$ cat config.mk
export PLATFORM = sky130hd
export DESIGN_NAME = nand_boot_loader
export DESIGN_NICKNAME = d
export VERILOG_FILES = /design/src/rtl/nbl_pkg.sv /design/src/rtl/nbl_cmd_seq.sv /design/src/rtl/nbl_page_wr.sv /design/src/rtl/nand_boot_loader.sv
export SDC_FILE = /design/constraint.sdc
export NUM_CORES = 1
export LEC_CHECK = 0
export BUFFER_PORTS_ARGS = -buffer_cell sky130_fd_sc_hd__buf_2
export CAP_MARGIN = 10
export CORE_MARGIN = 5
export CORE_UTILIZATION = 58
export DETAILED_ROUTE_END_ITERATION = 7
export GPL_TIMING_DRIVEN = 0
export PLACE_DENSITY = 0.82
export SYNTH_ARGS = -nofsm -noshare
export SYNTH_HDL_FRONTEND = slang
export SYNTH_SLANG_ARGS = --single-unit
$ cat constraint.sdc
create_clock -name clk -period 5.8 [get_ports clk]
set_clock_uncertainty 0.05 [all_clocks]
set_input_delay 1.16 -clock clk [delete_from_list [all_inputs] [get_ports clk]]
set_output_delay 1.16 -clock clk [all_outputs]
set_load 0.05 [all_outputs]
$ cat src/rtl/nbl_pkg.sv
package nbl_pkg;

    typedef enum logic [2:0] {
        ST_IDLE,
        ST_BLK,
        ST_PCHK,
        ST_PCMD,
        ST_PRD,
        ST_BEVAL,
        ST_FIN
    } ld_state_t;

    typedef enum logic [1:0] {
        LD_OK    = 2'd0,
        LD_RDERR = 2'd1,
        LD_NOSRC = 2'd2
    } ld_status_t;

    typedef struct packed {
        logic any_good;
        logic any_err;
        logic marked;
    } blk_flags_t;

    localparam logic [7:0] CMD_READ    = 8'h00;
    localparam logic [7:0] CMD_READ_GO = 8'h30;
    localparam logic [7:0] SPARE_CLEAN = 8'hFF;

    function automatic logic spare_marked(input logic [7:0] s0, input logic [7:0] s1);
        return (s0 != SPARE_CLEAN) || (s1 != SPARE_CLEAN);
    endfunction

endpackage

$ cat src/rtl/nbl_cmd_seq.sv
module nbl_cmd_seq #(
    parameter int ROW_BYTES = 3
) (
    input  logic                   clk,
    input  logic                   rst,
    input  logic                   go,
    input  logic [8*ROW_BYTES-1:0] page,
    input  logic                   fl_ready,
    output logic                   fl_valid,
    output logic                   fl_is_cmd,
    output logic [7:0]             fl_byte,
    output logic                   seq_done
);
    import nbl_pkg::*;

    localparam int COL_BYTES = 2;
    localparam int NBYTES    = ROW_BYTES + COL_BYTES + 2;
    localparam int IDX_W     = $clog2(NBYTES);
    localparam int ROW_FIRST = 1 + COL_BYTES;

    logic                   active;
    logic [IDX_W-1:0]       idx;
    logic [8*ROW_BYTES-1:0] pg_q;
    logic [7:0]             row_b [ROW_BYTES];

    for (genvar g = 0; g < ROW_BYTES; g++) begin : g_row
        assign row_b[g] = pg_q[8*g +: 8];
    end

    always_comb begin
        fl_valid  = active;
        fl_is_cmd = (idx == '0) || (idx == IDX_W'(NBYTES - 1));
        if (idx == '0)
            fl_byte = CMD_READ;
        else if (idx == IDX_W'(NBYTES - 1))
            fl_byte = CMD_READ_GO;
        else if (idx < IDX_W'(ROW_FIRST))
            fl_byte = 8'h00;
        else
            fl_byte = row_b[idx - IDX_W'(ROW_FIRST)];
        seq_done = active && fl_ready && (idx == IDX_W'(NBYTES - 1));
    end

    always_ff @(posedge clk) begin
        if (rst) begin
            active <= 1'b0;
            idx    <= '0;
            pg_q   <= '0;
        end else if (go) begin
            active <= 1'b1;
            idx    <= '0;
            pg_q   <= page;
        end else if (active && fl_ready) begin
            if (idx == IDX_W'(NBYTES - 1))
                active <= 1'b0;
            else
                idx <= idx + 1'b1;
        end
    end

endmodule

$ cat src/rtl/nbl_page_wr.sv
module nbl_page_wr #(
    parameter int ADDR_W     = 32,
    parameter int DATA_W     = 32,
    parameter int PAGE_BYTES = 2048
) (
    input  logic              clk,
    input  logic              rst,
    input  logic              active,
    input  logic [ADDR_W-1:0] base,
    input  logic              word_valid,
    input  logic [DATA_W-1:0] word,
    output logic              mem_we,
    output logic [ADDR_W-1:0] mem_addr,
    output logic [DATA_W-1:0] mem_wdata
);
    localparam int WB   = DATA_W / 8;
    localparam int WSH  = $clog2(WB);
    localparam int WI_W = $clog2(PAGE_BYTES / WB);

    logic [WI_W-1:0] cnt;

    always_ff @(posedge clk) begin
        if (rst || !active)
            cnt <= '0;
        else if (word_valid)
            cnt <= cnt + 1'b1;
    end

    assign mem_we    = active && word_valid;
    assign mem_addr  = base + (ADDR_W'(cnt) << WSH);
    assign mem_wdata = word;

endmodule

$ cat src/rtl/nand_boot_loader.sv
module nand_boot_loader #(
    parameter int PAGE_BYTES  = 2048,
    parameter int BLOCK_PAGES = 64,
    parameter int MAX_PAGES   = 524288,
    parameter int ADDR_W      = 32,
    parameter int DATA_W      = 32,
    parameter int ROW_BYTES   = 3
) (
    input  logic              clk,
    input  logic              rst,
    input  logic              start,
    input  logic [ADDR_W-1:0] img_offset,
    input  logic [ADDR_W-1:0] img_size,
    input  logic [ADDR_W-1:0] dst_base,
    output logic              busy,
    output logic              done,
    output logic [1:0]        status,
    output logic              fl_valid,
    output logic              fl_is_cmd,
    output logic [7:0]        fl_byte,
    input  logic              fl_ready,
    output logic              sq_req,
    input  logic              sq_word_valid,
    input  logic [DATA_W-1:0] sq_word,
    input  logic              sq_done,
    input  logic              sq_ok,
    input  logic [7:0]        sq_spare0,
    input  logic [7:0]        sq_spare1,
    output logic              mem_we,
    output logic [ADDR_W-1:0] mem_addr,
    output logic [DATA_W-1:0] mem_wdata
);
    import nbl_pkg::*;

    localparam int PG_SH = $clog2(PAGE_BYTES);
    localparam int BP_W  = $clog2(BLOCK_PAGES) + 1;
    localparam int PN_W  = 8 * ROW_BYTES;
    localparam logic [ADDR_W-1:0] BLK_BYTES_V = ADDR_W'(PAGE_BYTES * BLOCK_PAGES);
    localparam logic [ADDR_W-1:0] PG_BYTES_V  = ADDR_W'(PAGE_BYTES);
    localparam logic [ADDR_W-1:0] BLK_PG_V    = ADDR_W'(BLOCK_PAGES);
    localparam logic [ADDR_W-1:0] MAX_PG_V    = ADDR_W'(MAX_PAGES);

    ld_state_t         st;
    ld_status_t        stat_q;
    blk_flags_t        flags;
    logic [ADDR_W-1:0] blk_pg, cur_pg, dst, pg_dst, bytes_left;
    logic [BP_W-1:0]   pgs_rem;
    logic [ADDR_W-1:0] blk_bytes, blk_pgs_w, start_pg;
    logic              src_end, cmd_go, cmd_done, mark_now;

    assign start_pg  = img_offset >> PG_SH;
    assign blk_bytes = (bytes_left > BLK_BYTES_V) ? BLK_BYTES_V : bytes_left;
    assign blk_pgs_w = (blk_bytes + PG_BYTES_V - 1'b1) >> PG_SH;
    assign src_end   = cur_pg >= MAX_PG_V;
    assign cmd_go    = (st == ST_PCHK) && !src_end;
    assign mark_now  = sq_ok && spare_marked(sq_spare0, sq_spare1);

    assign busy   = st != ST_IDLE;
    assign done   = st == ST_FIN;
    assign status = stat_q;
    assign sq_req = st == ST_PRD;

    always_ff @(posedge clk) begin
        if (rst) begin
            st         <= ST_IDLE;
            stat_q     <= LD_OK;
            flags      <= '0;
            blk_pg     <= '0;
            cur_pg     <= '0;
            dst        <= '0;
            pg_dst     <= '0;
            bytes_left <= '0;
            pgs_rem    <= '0;
        end else begin
            case (st)
                ST_IDLE: if (start) begin
                    blk_pg     <= start_pg;
                    dst        <= dst_base;
                    bytes_left <= img_size;
                    st         <= ST_BLK;
                end
                ST_BLK: begin
                    if (bytes_left == '0) begin
                        stat_q <= LD_OK;
                        st     <= ST_FIN;
                    end else begin
                        cur_pg  <= blk_pg;
                        pg_dst  <= dst;
                        pgs_rem <= BP_W'(blk_pgs_w);
                        flags   <= '0;
                        st      <= ST_PCHK;
                    end
                end
                ST_PCHK: begin
                    if (src_end) begin
                        stat_q <= LD_NOSRC;
                        st     <= ST_FIN;
                    end else begin
                        st <= ST_PCMD;
                    end
                end
                ST_PCMD: if (cmd_done) st <= ST_PRD;
                ST_PRD: if (sq_done) begin
                    flags.any_good <= flags.any_good | sq_ok;
                    flags.any_err  <= flags.any_err | !sq_ok;
                    flags.marked   <= flags.marked | mark_now;
                    cur_pg         <= cur_pg + 1'b1;
                    pg_dst         <= pg_dst + PG_BYTES_V;
                    pgs_rem        <= pgs_rem - 1'b1;
                    st <= (pgs_rem == BP_W'(1) || mark_now) ? ST_BEVAL : ST_PCHK;
                end
                ST_BEVAL: begin
                    blk_pg <= blk_pg + BLK_PG_V;
                    if (flags.marked || !flags.any_good) begin
                        st <= ST_BLK;
                    end else if (flags.any_err) begin
                        stat_q <= LD_RDERR;
                        st     <= ST_FIN;
                    end else begin
                        dst        <= dst + blk_bytes;
                        bytes_left <= bytes_left - blk_bytes;
                        st         <= ST_BLK;
                    end
                end
                ST_FIN:  st <= ST_IDLE;
                default: st <= ST_IDLE;
            endcase
        end
    end

    nbl_cmd_seq #(.ROW_BYTES(ROW_BYTES)) u_cmd (
        .clk      (clk),
        .rst      (rst),
        .go       (cmd_go),
        .page     (cur_pg[PN_W-1:0]),
        .fl_ready (fl_ready),
        .fl_valid (fl_valid),
        .fl_is_cmd(fl_is_cmd),
        .fl_byte  (fl_byte),
        .seq_done (cmd_done)
    );

    nbl_page_wr #(
        .ADDR_W    (ADDR_W),
        .DATA_W    (DATA_W),
        .PAGE_BYTES(PAGE_BYTES)
    ) u_wr (
        .clk       (clk),
        .rst       (rst),
        .active    (sq_req),
        .base      (pg_dst),
        .word_valid(sq_word_valid),
        .word      (sq_word),
        .mem_we    (mem_we),
        .mem_addr  (mem_addr),
        .mem_wdata (mem_wdata)
    );

endmodule

==> metrics.yaml <==
worst_setup_path:
  cp-end-kind: "flip-flop"
  cp.arrival_ns: 5.89
  reg2reg_depth: 15
  path_class: "reg -> reg"
  critical_path.endpoint: "dst[25]"
  cp.required_ns: 6.18
  cp_max_fo: 19
  r2r_start: "bytes_left[18]"
  worstReg2RegEnd: "dst[25]"
  slowest_delay_ns: 0.58
  crit_cells: 15
  path_buf_inv: 1
  crit_chain: "or4_1, or4b_4, nor4_4, a21boi_4, clkbuf_1, and2_1, ha_1, or2_2, a311o_1, a221o_1, a31o_2, o31ai_1, xnor2_1, nand2_1, a311oi_1"
  worstSetupStartpoint: "bytes_left[18]"
  critical_path.slowest_cell: "or4_1"
  ff2ff_setup_slack_ns: 0.29
  crit_family: "compound AO/OA/AOI/OAI gates"
  startpoint_type: "flip-flop"
timing:
  hold_violations: 0
  max_freq_mhz: 182
  min_period_over_period_pct: 95.0
  tightest_slew_ns: 1.25
  slew_headroom_pct: 16.4
  timing.final.ws_setup_ns: 0.292
  rsz0062_at_grt: "false"
  setup_violations: 0
  fin_setup_tns_ns: 0
  fin_crit_ns: 5.51
  slew_violations: 0
floorplan:
  row_count: 56
  design.core.area_um2: 23300
  start_util_pct: 58.4
  io_pins: 231
  dieArea_um2: 26600
  die_w_um: 163
  die_y_um: 163
min_path:
  min_path_type: "reg -> reg"
global_routing:
  grt_use_total_pct: 37.0
  grt_overflow: 0
  grt_pass1_wl_um: 77800
  antenna_found_initial: 1
  first_global_vias: 14200
  grt_max_degree: 13
routing:
  wirelength_um: 51600
  routedWlPerCell_um: 21.5
  firstDrtPassIters: 8
  vias: 15300
  antenna_left: 0
  drc: 0
  initialDrtViolationCount: 2031
  routed_via_density: 6.36
synthesis:
  synth.distinct_cells: 79
  yosys_warnings: 0
  yosysMostFrequentCell: "nor2_1"
  ys_top_cells_by_area: "dfxtp_1, a21oi_1, nor2_1"
  synth_commonest_cells: "nor2_1, nand2_1, dfxtp_1"
  avgSynthCellArea_um2: 7.36
  synthCells: 1846
  synth_area_um2: 13600
  synth-main-ff-cell: "dfxtp_1"
  synthArstFlopShare_pct: 0
  synth_top_cell_by_area: "dfxtp_1"
  ys_ff_latch: 212
  synth_edf_count: 0
  yosysTopAreaCellShare_pct: 31.2
  yosysSeqAreaShare_pct: 31.2
clock_tree:
  cts_buffers: 25
  cts.sinks: 212
  clk_latency_ns: 0.54
  clk_pin_slew_ns: 0.06
  cts_tree: "done"
  clockBufferDepth: 3
  htreeDepth: 1
  clockRootBuffer: "clkbuf_16"
power:
  ir_worst_vdd_mv: 0.248
  cellPowerDensity_nw_per_um2: 457
  p_leak_nw: 6.24
cells_and_area:
  multi_input_area_um2: 8510
  nNetsFinal: 2273
  antennaDiodeCount: 0
  nFillCells: 2063
  area_growth_pct: 16.5
  regArea_um2: 4240
  drive_gt1_share_pct: 14.1
job:
  cap_violations: 0
place:
  place_congestion: 0.983
  port_buffers: 184
  place_hpwl_um: 38000
  dpl_worst_slack_ns: -0.0149
run_status:
  status: "finished, final reports clean"
cells by family (layout without fill, tap and decap cells):
kind of cell | Yosys count | in the layout | synth area share, %
flip-flops | 212 | 212 | 31.2
XOR/XNOR | 69 | 69 | 4.45
AND/OR/NAND/NOR | 761 | 761 | 26.2
multiplexers | 38 | 38 | 2.84
AO/OA/AOI/OAI | 516 | 516 | 23.6
adder cells (fa/ha/maj) | 53 | 53 | 4.99
buffers and inverters | 195 | 424 | 6.59
other | 2 | 14 | 0.0552
worst min-delay path, delay by kind of cell (launching register included):
| kind | cells | cell delay (ns) |
|---|---|---|
| AO/OA/AOI/OAI | 1 | 0.05 |
| AND/OR/NAND/NOR | 1 | 0.05 |
| flip-flops | 1 | 0.31 |
how the worst min path moves through the flow:
stage	depth (start not counted)	slack, ns	start	endpoint
after CTS	1	0.41	u_cmd.pg_q[22]	u_cmd.pg_q[22]
after floorplan	1	0.38	u_cmd.pg_q[19]	u_cmd.pg_q[19]
after detailed placement	1	0.40	u_cmd.pg_q[22]	u_cmd.pg_q[22]
after global routing	1	0.43	u_cmd.pg_q[21]	u_cmd.pg_q[21]
final	2	0.41	pg_dst[0]	pg_dst[0]
after global placement	1	0.39	u_cmd.pg_q[22]	u_cmd.pg_q[22]
power breakdown:
part,switching [W],internal [W]
logic,0.00230,0.00110
clock network,0.000644,0.00103
registers,0.000400,0.00177
cell type report:
cell class	count	area share [%]
Buffer	156	4.73
Clock buffer	38	4.76
Clock inverter	7	0.719
Inverter	38	0.900
Multi-Input combinational cell	1451	53.7
Sequential cell	212	26.8
Tap cell	319	2.52
Timing Repair Buffer	185	5.84
through the flow:
| step | area, um^2 | instances | power [W] | util [%] | hold slack (ns) |
|---|---|---|---|---|---|
| CTS | 15800 | 2407 | 0.00710 | 68.1 | 0.414 |
| floorplan | 13600 | 1858 | 0.00440 | - | 0.380 |
| detailed placement | 15000 | 2362 | 0.00543 | 64.3 | 0.399 |
| global placement | 15000 | 2361 | 0.00537 | 64.3 | 0.394 |
| global route | 15800 | 2406 | 0.00756 | 68.1 | 0.433 |
| finish | 15800 | 2406 | 0.00724 | 68.1 | 0.411 |
sequential cells by signal, indices dropped and copies added, names as in the netlist:
register,cells
bytes_left,32
u_cmd.idx,3
st,3
blk_pg,32
dst,32
u_wr.cnt,9
pg_dst,32
status,2
flags,3
cur_pg,32
u_cmd.pg_q,24
pgs_rem,7
u_cmd.fl_valid,1
cell usage in the layout, fill, tap and decap left out, types with 12 or more instances in the layout:
cell type / instances
nor2_1: 243
nand2_1: 221
dfxtp_1: 212
buf_2: 189
a21oi_1: 185
clkbuf_1: 111
o21ai_0: 111
nor3_1: 59
nand3_1: 51
ha_1: 51
xnor2_1: 40
inv_1: 36
buf_4: 36
mux2i_1: 33
and3_1: 32
a211oi_1: 32
xor2_1: 29
and2_1: 29
nand4_1: 28
a22oi_1: 28
a311oi_1: 25
clkbuf_16: 25
a31oi_1: 19
nand2b_1: 18
nor4_1: 16
or3_1: 16
o22ai_1: 14
conb_1: 14
a221oi_1: 12
layer usage:
metal	track usage [%]	wire length [um]	vias up
li1	-	-	7028
met1	48.5	19900	7080
met2	59.0	23000	998
met3	5.85	5870	201
met4	19.3	2870	0
met5	0	0	-
what timing repair did:
action,CTS,global route
setup endpoints to repair,3,9
setup buffers,0,0
hold buffers,0,0
gates resized for setup,1,3
Note: power is estimated with default switching activity, not from simulation.
